**src/rtl/vseg_pkg.sv**
```systemverilog
package vseg_pkg;
  localparam int VA_W   = 32;
  localparam int PAGE_W = 13;
  localparam int ASID_W = 8;
  localparam int PTEB_W = 9;

  typedef enum logic [1:0] {
    LK_HIT   = 2'd0,
    LK_MISS  = 2'd1,
    LK_INVAL = 2'd2,
    LK_CLEAN = 2'd3
  } lk_res_e;

  typedef enum logic [2:0] {
    XK_NONE      = 3'd0,
    XK_CLEAN_WR  = 3'd1,
    XK_LK_LOAD   = 3'd2,
    XK_LK_STORE  = 3'd3,
    XK_ADR_LOAD  = 3'd4,
    XK_ADR_STORE = 3'd5
  } xkind_e;

  typedef enum logic [2:0] {
    RG_USER,
    RG_KDIR_C,
    RG_KDIR_U,
    RG_KMAP_LO,
    RG_KMAP_HI
  } region_e;
endpackage

```
**src/rtl/vseg_decode.sv**
```systemverilog
module vseg_decode
  import vseg_pkg::*;
#(
  parameter int AW = VA_W
) (
  input  logic [AW-1:0] vaddr,
  input  logic          user_mode,
  input  logic          err_level,
  output region_e       region,
  output logic          addr_err,
  output logic          need_lookup,
  output logic [AW-1:0] direct_pa
);
  localparam logic [AW-1:0] OFS_C = AW'(32'h8000_0000);
  localparam logic [AW-1:0] OFS_U = AW'(32'hA000_0000);

  always_comb begin
    unique case (vaddr[AW-1 -: 3])
      3'b100:  region = RG_KDIR_C;
      3'b101:  region = RG_KDIR_U;
      3'b110:  region = RG_KMAP_LO;
      3'b111:  region = RG_KMAP_HI;
      default: region = RG_USER;
    endcase
  end

  always_comb begin
    addr_err    = user_mode & vaddr[AW-1];
    need_lookup = 1'b0;
    direct_pa   = '0;
    if (!addr_err) begin
      unique case (region)
        RG_USER: begin
          if (user_mode && err_level) direct_pa = vaddr;
          else                        need_lookup = 1'b1;
        end
        RG_KDIR_C: direct_pa = vaddr - OFS_C;
        RG_KDIR_U: direct_pa = vaddr - OFS_U;
        default:   need_lookup = 1'b1;
      endcase
    end
  end
endmodule

```
**src/rtl/vseg_fault_map.sv**
```systemverilog
module vseg_fault_map
  import vseg_pkg::*;
(
  input  logic    req_valid,
  input  logic    addr_err,
  input  logic    need_lookup,
  input  logic    is_write,
  input  lk_res_e lk_res,
  output logic    fault,
  output xkind_e  kind,
  output logic    refill
);
  always_comb begin
    kind   = XK_NONE;
    refill = 1'b0;
    if (req_valid) begin
      if (addr_err) begin
        kind = is_write ? XK_ADR_STORE : XK_ADR_LOAD;
      end else if (need_lookup) begin
        unique case (lk_res)
          LK_MISS: begin
            kind   = is_write ? XK_LK_STORE : XK_LK_LOAD;
            refill = 1'b1;
          end
          LK_INVAL: kind = is_write ? XK_LK_STORE : XK_LK_LOAD;
          LK_CLEAN: kind = XK_CLEAN_WR;
          default:  kind = XK_NONE;
        endcase
      end
    end
    fault = (kind != XK_NONE);
  end
endmodule

```
**src/rtl/vseg_cop_regs.sv**
```systemverilog
module vseg_cop_regs
  import vseg_pkg::*;
#(
  parameter int AW = VA_W,
  parameter int PW = PAGE_W,
  parameter int IW = ASID_W,
  parameter int BW = PTEB_W
) (
  input  logic          clk,
  input  logic          rst_n,
  input  logic          cap_en,
  input  logic [AW-1:0] vaddr,
  input  logic [IW-1:0] asid,
  input  logic [BW-1:0] ptebase,
  output logic [AW-1:0] fault_vaddr,
  output logic [AW-1:0] pte_ctx,
  output logic [AW-1:0] page_tag
);
  localparam int VPN_W = AW - PW;
  localparam int CPAD  = AW - BW - VPN_W;
  localparam int TPAD  = PW - IW;

  logic [AW-1:0] fva_d, ctx_d, tag_d;

  always_comb begin
    fva_d = fault_vaddr;
    ctx_d = pte_ctx;
    tag_d = page_tag;
    if (cap_en) begin
      fva_d = vaddr;
      ctx_d = {ptebase, vaddr[AW-1:PW], {CPAD{1'b0}}};
      tag_d = {vaddr[AW-1:PW], {TPAD{1'b0}}, asid};
    end
  end

  always_ff @(posedge clk or negedge rst_n) begin
    if (!rst_n) begin
      fault_vaddr <= '0;
      pte_ctx     <= '0;
      page_tag    <= '0;
    end else begin
      fault_vaddr <= fva_d;
      pte_ctx     <= ctx_d;
      page_tag    <= tag_d;
    end
  end
endmodule

```
**src/rtl/vseg_xlate.sv**
```systemverilog
module vseg_xlate
  import vseg_pkg::*;
(
  input  logic        clk,
  input  logic        rst_n,
  input  logic        req_valid,
  input  logic [31:0] vaddr,
  input  logic        is_write,
  input  logic        user_mode,
  input  logic        err_level,
  input  logic [7:0]  asid,
  input  logic [8:0]  ptebase,
  output logic        tlb_req,
  output logic [31:0] tlb_vaddr,
  input  logic [1:0]  tlb_res,
  input  logic [31:0] tlb_paddr,
  output logic [31:0] phys_addr,
  output logic        xlate_ok,
  output logic        fault_valid,
  output logic [2:0]  fault_kind,
  output logic        refill,
  output logic [31:0] fault_vaddr,
  output logic [31:0] pte_ctx,
  output logic [31:0] page_tag
);
  logic [1:0] rst_sync_q;
  logic       rst_n_sync;

  always_ff @(posedge clk or negedge rst_n) begin
    if (!rst_n) rst_sync_q <= 2'b00;
    else        rst_sync_q <= {rst_sync_q[0], 1'b1};
  end
  assign rst_n_sync = rst_sync_q[1];

  region_e       region;
  logic          addr_err, need_lookup;
  logic [31:0]   direct_pa;
  xkind_e        kind;

  vseg_decode #(.AW(VA_W)) u_decode (
    .vaddr(vaddr), .user_mode(user_mode), .err_level(err_level),
    .region(region), .addr_err(addr_err), .need_lookup(need_lookup),
    .direct_pa(direct_pa)
  );

  vseg_fault_map u_fmap (
    .req_valid(req_valid), .addr_err(addr_err), .need_lookup(need_lookup),
    .is_write(is_write), .lk_res(lk_res_e'(tlb_res)),
    .fault(fault_valid), .kind(kind), .refill(refill)
  );

  vseg_cop_regs #(.AW(VA_W), .PW(PAGE_W), .IW(ASID_W), .BW(PTEB_W)) u_regs (
    .clk(clk), .rst_n(rst_n_sync), .cap_en(fault_valid), .vaddr(vaddr),
    .asid(asid), .ptebase(ptebase), .fault_vaddr(fault_vaddr),
    .pte_ctx(pte_ctx), .page_tag(page_tag)
  );

  assign tlb_req    = req_valid & need_lookup;
  assign tlb_vaddr  = vaddr;
  assign fault_kind = kind;
  assign xlate_ok   = req_valid & ~fault_valid;

  always_comb begin
    if (!req_valid || fault_valid) phys_addr = '0;
    else if (need_lookup)          phys_addr = tlb_paddr;
    else                           phys_addr = direct_pa;
  end
endmodule

```
**config.mk**
```make
export PLATFORM = sky130hd
export DESIGN_NAME = vseg_xlate
export DESIGN_NICKNAME = d
export VERILOG_FILES = /design/src/rtl/vseg_pkg.sv /design/src/rtl/vseg_decode.sv /design/src/rtl/vseg_fault_map.sv /design/src/rtl/vseg_cop_regs.sv /design/src/rtl/vseg_xlate.sv
export SDC_FILE = /design/constraint.sdc
export NUM_CORES = 1
export LEC_CHECK = 0
export BUFFER_PORTS_ARGS = -buffer_cell sky130_fd_sc_hd__buf_2
export CAP_MARGIN = 30
export CORE_AREA = 2 2 101 103
export DETAILED_ROUTE_END_ITERATION = 7
export DIE_AREA = 0 0 103 105
export PLACE_DENSITY = 0.81
export SLEW_MARGIN = 0
export SYNTH_ARGS = -nofsm -noshare
export SYNTH_HDL_FRONTEND = slang
export SYNTH_SLANG_ARGS = --single-unit
```
**constraint.sdc**
```tcl
create_clock -name clk -period 4.1 [get_ports clk]
set_input_delay 0.615 -clock clk [delete_from_list [all_inputs] [get_ports clk]]
set_output_delay 0.615 -clock clk [all_outputs]
set_load 0.005 [all_outputs]
```
# Word level (Yosys, flattened, before mapping)
# Index checks and enable logic that the tools add are counted.
# word_totals
elab_cells,45
in_bits,89
out_inout_bits,167
register_bits,89
# op_classes
n_eq_ne,9
n_reduce_logical,7
mux,19
addsub,2
n_bitwise,4
# ops
operator,count
$mux 32,4
$pmux 32 s3,1
$sub 32x32->32 const B,2
$eq 3x3->1 const B,4
$pmux 3 s4,1
$mux 3,3
$mux 1,8
$pmux 3 s2,1
$eq 2x2->1 const B,2
$reduce_or 2->1,2
$and 1x1->1,3
$eq 3x1->1 const B,1
$eq 3x2->1 const B,1
$logic_not 3->1,1
$reduce_bool 3->1,1
$eq 2x1->1 const B,1
$pmux 1 s2,1
$logic_and 1x1->1,1
$logic_not 1->1,1
$logic_or 1x1->1,1
$not 1->1,1

# Depth between registers and ports, before layout
# Gate-level depths: netlist of run 1.
# logic_depth
ltp_word,12
depth_mapped,10
ltp_nobuf,7

# By module
# Synthesis of run 1 repeated with hierarchy kept, for this count alone.
# hier_totals
cells_unflattened,342
area_unflattened_um2,3624.7
# by_module_without_submodules
module,area_each_um2,cells_each,instances
vseg_cop_regs,2220.9,151,1
vseg_xlate,848.3,110,1
vseg_decode,429.2,63,1
vseg_fault_map,126.4,18,1

# Worst setup path before layout of run 1
# Ideal clock, no wire load.
# synth_path
path_kind,input-to-output
startpoint,in vaddr[29]
endpoint,out phys_addr[30]
t_required_ns,3.485
arrival_ns,2.048
n_path_buf,3
path_slack_ns,1.437
path_stages,10
cell_sequence,buf_6 > inv_1 > ha_1 > o21a_1 > o21ai_2 > and2_1 > buf_2 > buf_2 > nand2_1 > a21oi_1
# synth_between
elab_chain_cells,12
# synth_lines
item,line_no,text
start: declaration,vseg_xlate.sv:7,"input logic [31:0] vaddr,"
$eq 3x3->1,vseg_decode.sv:18,unique case (vaddr[AW-1 -: 3])
$pmux 3 s4,vseg_decode.sv:18,
$eq 3x1->1 or $eq 3x2->1 (tied branches),vseg_decode.sv:32,unique case (region)
$reduce_or 2->1 (no source line),-,
$pmux 1 s2,vseg_decode.sv:32,
$mux 1,vseg_decode.sv:31,if (!addr_err) begin
$mux 3,vseg_fault_map.sv:19,end else if (need_lookup) begin
$mux 3,vseg_fault_map.sv:17,if (addr_err) begin
$mux 3,vseg_fault_map.sv:16,if (req_valid) begin
$reduce_bool 3->1,vseg_fault_map.sv:31,fault = (kind != XK_NONE);
$logic_or 1x1->1,vseg_xlate.sv:64,if (!req_valid || fault_valid) phys_addr = '0;
$mux 32 (*),vseg_xlate.sv:64,
end: declaration,vseg_xlate.sv:17,"output logic [31:0] phys_addr,"
# Mark *: on every way between the ends. The rest lies on a longest branch, timed or not.

# Worst setup path after layout of run 1
# layout_path
startpoint,in vaddr[29]
endpoint,out phys_addr[22]
# layout_between
elab_chain_cells,12
# layout_lines
item,line_no
$eq 3x3->1,vseg_decode.sv:18
$pmux 3 s4 (*),vseg_decode.sv:18
$eq 3x1->1 or $eq 3x2->1 (tied branches),vseg_decode.sv:32
$reduce_or 2->1 (no source line),-
$pmux 1 s2,vseg_decode.sv:32
$mux 1,vseg_decode.sv:31
$mux 3,vseg_fault_map.sv:19
$mux 3,vseg_fault_map.sv:17
$mux 3,vseg_fault_map.sv:16
$reduce_bool 3->1,vseg_fault_map.sv:31
$logic_or 1x1->1,vseg_xlate.sv:64
$mux 32 (*),vseg_xlate.sv:64
# Marks and branches as above.

==> out/metrics.yaml, run 1 <==
critPathKind: "in2out"
cp_top_family: "buffers and inverters"
hp-class: "in2async"
cts_max_path_buffers: 2
cts_tree: "done"
finalClockSkew_ns: 0.0114
critical_path_peak_fanout: 21
cp-start-kind: "input pin"
cts_hold_buf: 0
ys_seq_area_frac: 0.368
fill_cells: 949
post-cts-setup-buffer-count: 0
slowest_stage: "nand2_1"
die_y_um: 105
cts_sinks: 51
slew_headroom: 0.601
first_iter_violations: 98
post_drt_wl_per_cell_um: 15.4
hold_viol_final: 0
maxCapViolations: 0
drive_gt1_frac: 0.660
placed_cell_area_sq_mm: 0.00423
finalCritPeriodShare: 0.812
final_cell_area_sq_mm: 0.00433
dr.pass1.iters: 4
clkTransAtPathRegs_ns: 0.11
first_global_vias: 2730
ant_nets: 0
antenna_found_initial: 0
die_x_um: 103
rsz0062_at_grt: "false"
numCtsBuffers: 5
area_growth_pct: 24.7
grt_overflow: 0
coreArea_sq_mm: 0.00964
critPathRequiredTime_ns: 3.48
insertion_delay_ns: 0.31
fmax_ghz: 0.300
synthCells: 309
ctsResizeCount: 0
wl_um: 9450
crit_buf_inv: 4
irDropWorstVdd_mv: 0.161
synth.avg_cell_area_sq_um: 11.2
whs_ns: 0.0592
final_max_slew_viol_count: 0
synth_warnings: 0
num_antenna_cells: 0
p_per_area_mw_per_mm2: 376
final_nets: 578
ios: 256
path_cells: "buf_2, inv_1, ha_1, nor3_2, o21ai_2, a32oi_2, nand2_1, buf_12, nor2_1, buf_2"
htreeDepth: 2
end_kind: "primary output"
portBuffers: 246
power_leakage_nw: 2.42
synth_area_sq_mm: 0.00347
status: "completed"
yosysUniqueCellTypes: 33
fin_crit_ns: 3.33
vias: 2841
clockRootBuffer: "clkbuf_8"
grt_max_degree: 33
p_total_mw: 1.63
place_hpwl_um: 7360
cp.arrival_ns: 2.72
crit_path_frequent_cell: "buf_2"
gp_congestion: 0.850
drc_errors: 0
grt_pass1_wl_um: 14000
setup_tns_ns: 0
cpPeakStageDelay_ns: 0.41
seq_area_sq_mm: 0.00128
dieArea_sq_mm: 0.0108
postLayoutCoreUtil: 0.449
synth-seq-cells: 51
worst_pin_slew_ns: 0.598
rows: 36
initial_core_util: 0.360
multiInputGateArea_sq_mm: 0.00145
setup_viol: 0
track_usage: 0.164
viasPerCell: 4.62
[worst paths after layout]
check                                       start                     end  cells after the start  slack, ns
setup / recovery                        vaddr[29]           phys_addr[22]                     10       0.77
hold / removal                              rst_n           rst_sync_q[0]                      1       0.06
setup reg to reg           u_regs.fault_vaddr[25]  u_regs.fault_vaddr[25]                      1       3.27
hold reg to reg                     rst_sync_q[1]   u_regs.fault_vaddr[8]                      0       0.26
max in group asynchronous           rst_sync_q[1]   u_regs.fault_vaddr[5]                      1       3.31
min in group clk                    rst_sync_q[0]           rst_sync_q[1]                      0       0.37
[final cells by class]
cell class | count | share of cell area
clock buffer | 5 | 0.0159
timing repair buffer | 254 | 0.304
inverter | 7 | 0.00607
multi-input combinational | 162 | 0.334
clock inverter | 3 | 0.00665
sequential | 51 | 0.295
tap | 133 | 0.0384
[placed cells by master, fill, tap and decap left out, types with 2 or more instances in the layout]
cell type  Yosys  layout
a21oi_1        3       3
a22oi_1       31      30
and2_1         3       3
and3_1         2       2
buf_12         5       2
buf_2          5     246
buf_4         80       6
clkbuf_8       0       5
clkinv_4       0       2
conb_1         2      10
dfrtp_1       51      50
ha_1           8       8
inv_1          7       7
mux2_4        49      49
nand2_1        5       5
nor2_1        32      32
nor2b_1        3       2
o21ai_0        2       2
[state kept, by name (all words and copies together), names as in the netlist]
signal              cells
u_regs.page_tag         8
u_regs.pte_ctx         10
u_regs.fault_vaddr     31
rst_sync_q              2
[kinds of logic (layout without fill, tap and decap cells)]
kind of cell               count (synthesis)  in the layout  share of synthesized area
buffers and inverters                    104            269                      0.228
DFF                                       51             51                      0.368
and+or+nand+nor                           51             51                     0.0670
muxes                                     49             49                      0.212
AOI/OAI and AO/OA                         44             44                     0.0941
adders and majority gates                  8              8                     0.0288
other                                      2             10                    0.00216
[layer usage]
metal	GRT usage	routed length, um	vias up
met1	0.192	3690	1393
li1	-	-	1306
met5	0	0	-
met3	0.0241	508	11
met4	0.0423	150	0
met2	0.303	5100	131
[Yosys cell counts]
master	count	share of area
o31a_1	1	0.0025
nand4_1	1	0.0018
a22oi_1	31	0.067
inv_1	7	0.0076
a21oi_1	3	0.0043
a32oi_1	1	0.0025
buf_12	5	0.029
buf_6	2	0.0065
o21ai_0	2	0.0029
nand2_1	5	0.0054
nor4b_1	1	0.0025
o21ai_2	1	0.0025
and3_1	2	0.0036
buf_4	80	0.17
and2_1	3	0.0054
nor3_1	1	0.0014
o21ai_1	1	0.0014
nor2_1	32	0.035
a21o_1	1	0.0022
a32oi_2	1	0.0047
buf_2	5	0.0072
o21a_1	1	0.0022
nor3_2	1	0.0029
buf_1	1	0.0011
conb_1	2	0.0022
and2b_1	1	0.0022
ha_1	8	0.029
a31oi_1	1	0.0018
mux2_4	49	0.21
clkbuf_1	4	0.0043
nor2b_1	3	0.0054
or2_2	1	0.0018
dfrtp_1	51	0.37
[report_power, final]
group	total (mW)	leakage [nW]	switching, mW	internal [mW]
Clock	0.313	0.0502	0.186	0.127
Combinational	0.622	1.77	0.256	0.366
Sequential	0.693	0.598	0.0849	0.608
Total	1.63	2.42	0.528	1.10
[stage by stage]
step | setup slack (ns) | std cells
after global routing | 0.545 | 615
after CTS | 0.767 | 615
after floorplan | 1.44 | 317
after global placement | 0.890 | 606
final | 0.769 | 615
after detailed placement | 0.776 | 607
Note: power is estimated with default switching activity, not from simulation.
==> run 2: changes to the inputs <==
Settings changed: ABC_AREA from default to 1, CORE_AREA 2 2 101 103 to default, CORE_ASPECT_RATIO from default to 0.9, CORE_MARGIN from default to 2, CORE_UTILIZATION from default to 42, DIE_AREA 0 0 103 105 to default, PLACE_DENSITY 0.81 to 0.91.
Clock period 4.1 ns to 3.25 ns, I/O delays scaled along.
==> run 2 against run 1 <==
  * Sequential power is 26% higher
  * Non-clock buffer count increased by 5
  * Sequential cell count stayed put
  * Routed wire length grew 8.6%
  * Cell area up 5.1%
  * Synthesized cell count up 72%
  * Count of clock-buffer cells in the layout unchanged
  * Critical path depth increased by 3
  * Combinational power increased by 26%
  * Setup slack worse by 0.43 ns
  * Clock power grew 29%
  * Hold slack improved by 0.22 ns
  * Critical endpoint is now phys_addr[24]
==> out/metrics.yaml, run 2 <==
status: "completed"
first_iter_violations: 139
largestRegisters: "u_regs.fault_vaddr: 31 flops, u_regs.pte_ctx: 10 flops, u_regs.page_tag: 8 flops"
synth_most_common_cell: "nand2_1"
initial_core_util: 0.429
layout_commonest_cell: "buf_2"
drc_errors: 0
synth_warnings: 0
grt_pass1_wl_um: 15800
ant_nets: 0
cts_sinks: 51
worst_pin_slew_ns: 0.588
layout_common_cells: "buf_2, nand2_1, nand3_1, dfrtp_1, inv_1"
final_nets: 794
place_hpwl_um: 8240
cp-start-kind: "input pin"
synth_edf_count: 0
first_global_vias: 3264
finalClockSkew_ns: 0.0124
ys_seq_area_frac: 0.349
hold_viol_final: 0
synth_area_sq_mm: 0.00366
fin_crit_ns: 2.91
synth_area_leader_cell: "dfrtp_1"
synth_area_leaders: "dfrtp_1, nand2_1, buf_4"
clkTransAtPathRegs_ns: 0.11
irDropWorstVdd_mv: 0.252
synth-main-ff-cell: "dfrtp_1"
post_drt_wl_per_cell_um: 12.6
critical_path_peak_fanout: 31
synth-seq-cells: 51
track_usage: 0.210
grt_max_degree: 37
antenna_found_initial: 1
htreeDepth: 2
critPathKind: "in2out"
numCtsBuffers: 5
ctsResizeCount: 0
coreArea_sq_mm: 0.00853
synthCells: 530
vias: 3703
p_per_area_mw_per_mm2: 454
regMostFlops: "u_regs.fault_vaddr"
p_total_mw: 2.07
post-cts-setup-buffer-count: 0
ios: 256
insertion_delay_ns: 0.31
end_kind: "primary output"
maxCapViolations: 0
num_antenna_cells: 0
fmax_ghz: 0.344
cts_hold_buf: 1
portBuffers: 246
multiInputGateArea_sq_mm: 0.00149
wl_um: 10300
ys_top_cells_by_count: "nand2_1, buf_4, nand3_1, dfrtp_1, inv_1"
finalCritPeriodShare: 0.894
dieArea_sq_mm: 0.00947
largest_reg_flops: 31
gp_congestion: 0.834
drive_gt1_frac: 0.401
cts_max_path_buffers: 2
setup_tns_ns: 0
final_max_slew_viol_count: 0
cp.arrival_ns: 2.42
die_y_um: 92.5
area_growth_pct: 24.4
ff2ff_setup_slack_ns: 2.41
yosysUniqueCellTypes: 23
fill_cells: 899
cts_tree: "done"
power_leakage_nw: 2.96
slew_headroom: 0.608
async_flop_share: 1.00
die_x_um: 102
critPathRequiredTime_ns: 2.76
synth.avg_cell_area_sq_um: 6.90
rsz0062_at_grt: "false"
hp-class: "reg2async"
grt_overflow: 0
rows: 32
dr.pass1.iters: 4
setup_viol: 0
viasPerCell: 4.53
clockRootBuffer: "clkbuf_8"
synth.top_cell.area_share: 0.349
seq_area_sq_mm: 0.00128
-- run 2: cell count changes after synthesis, sizes merged, moves of 3 or more --
cell / previous run / this run
a22oi: 31 / 0
and2: 3 / 0
buf: 93 / 104
inv: 7 / 48
mux2: 49 / 0
nand2: 5 / 176
nand3: 0 / 85
nand4: 1 / 4
nor2: 32 / 44
nor2b: 3 / 0
-- run 2: kinds of logic (layout without fill, tap and decap cells) --
logic type | count (synthesis) | count (layout) | share of synthesized area
adder cells (fa/ha/maj) | 8 | 8 | 0.0274
AO/OA/AOI/OAI | 5 | 5 | 0.00821
AND/OR/NAND/NOR | 309 | 309 | 0.358
other | 2 | 10 | 0.00205
flip-flops | 51 | 51 | 0.349
buffers and inverters | 155 | 315 | 0.255
-- run 2: power breakdown --
group          leakage (nW)  switching (mW)  internal, mW
Sequential            0.626           0.103         0.772
Clock                0.0526           0.239         0.166
Combinational          2.28           0.417         0.370
-- run 2: per-layer routing --
layer | vias to the layer above | GRT usage | share of wire
met4 | 2 | 0.0433 | 0.0090
met3 | 8 | 0.0475 | 0.078
li1 | 1863 | - | -
met1 | 1666 | 0.252 | 0.40
met5 | - | 0 | 0.0013
met2 | 164 | 0.382 | 0.51
-- run 2: cell type report --
| class | count | area share |
|---|---|---|
| clock buffer | 5 | 0.0151 |
| timing repair buffer | 259 | 0.298 |
| sequential | 51 | 0.281 |
| tap | 119 | 0.0327 |
| inverter | 48 | 0.0396 |
| multi-input combinational | 332 | 0.327 |
| clock inverter | 3 | 0.00688 |
-- run 2: metrics by stage --
stage                     cells  cell area, sq um  worst slack [ns]  hold slack [ns]  utilization
final                       817              4550             0.343            0.281        0.533
after CTS                   817              4550             0.347            0.292        0.533
after detailed placement    808              4440             0.350            0.280        0.520
after global routing        817              4550             0.121            0.332        0.533
after global placement      806              4400             0.412            0.273        0.516
after floorplan             538              3690              1.06            0.192            -
-- run 2: worst max-delay path, cell delays in order --
cell	delay [ns]
buf_2	0.16
inv_1	0.11
ha_1	0.22
nor2_1	0.15
nand3_1	0.17
nand3_2	0.15
nand2_1	0.08
inv_2	0.38
nand2_1	0.14
nand2_1	0.10
inv_1	0.04
nor2_1	0.12
buf_2	0.13
-- run 2: worst paths after layout --
kind | startpoint | endpoint | depth (start not counted)
max | vaddr[29] | phys_addr[24] | 13
min | rst_sync_q[1] | u_regs.page_tag[3] | 0
max reg2reg | rst_sync_q[1] | u_regs.fault_vaddr[14] | 1
min reg2reg | rst_sync_q[1] | u_regs.page_tag[3] | 0
max in group asynchronous | rst_sync_q[1] | u_regs.fault_vaddr[14] | 1
min in group clk | ptebase[4] | u_regs.pte_ctx[27] | 3
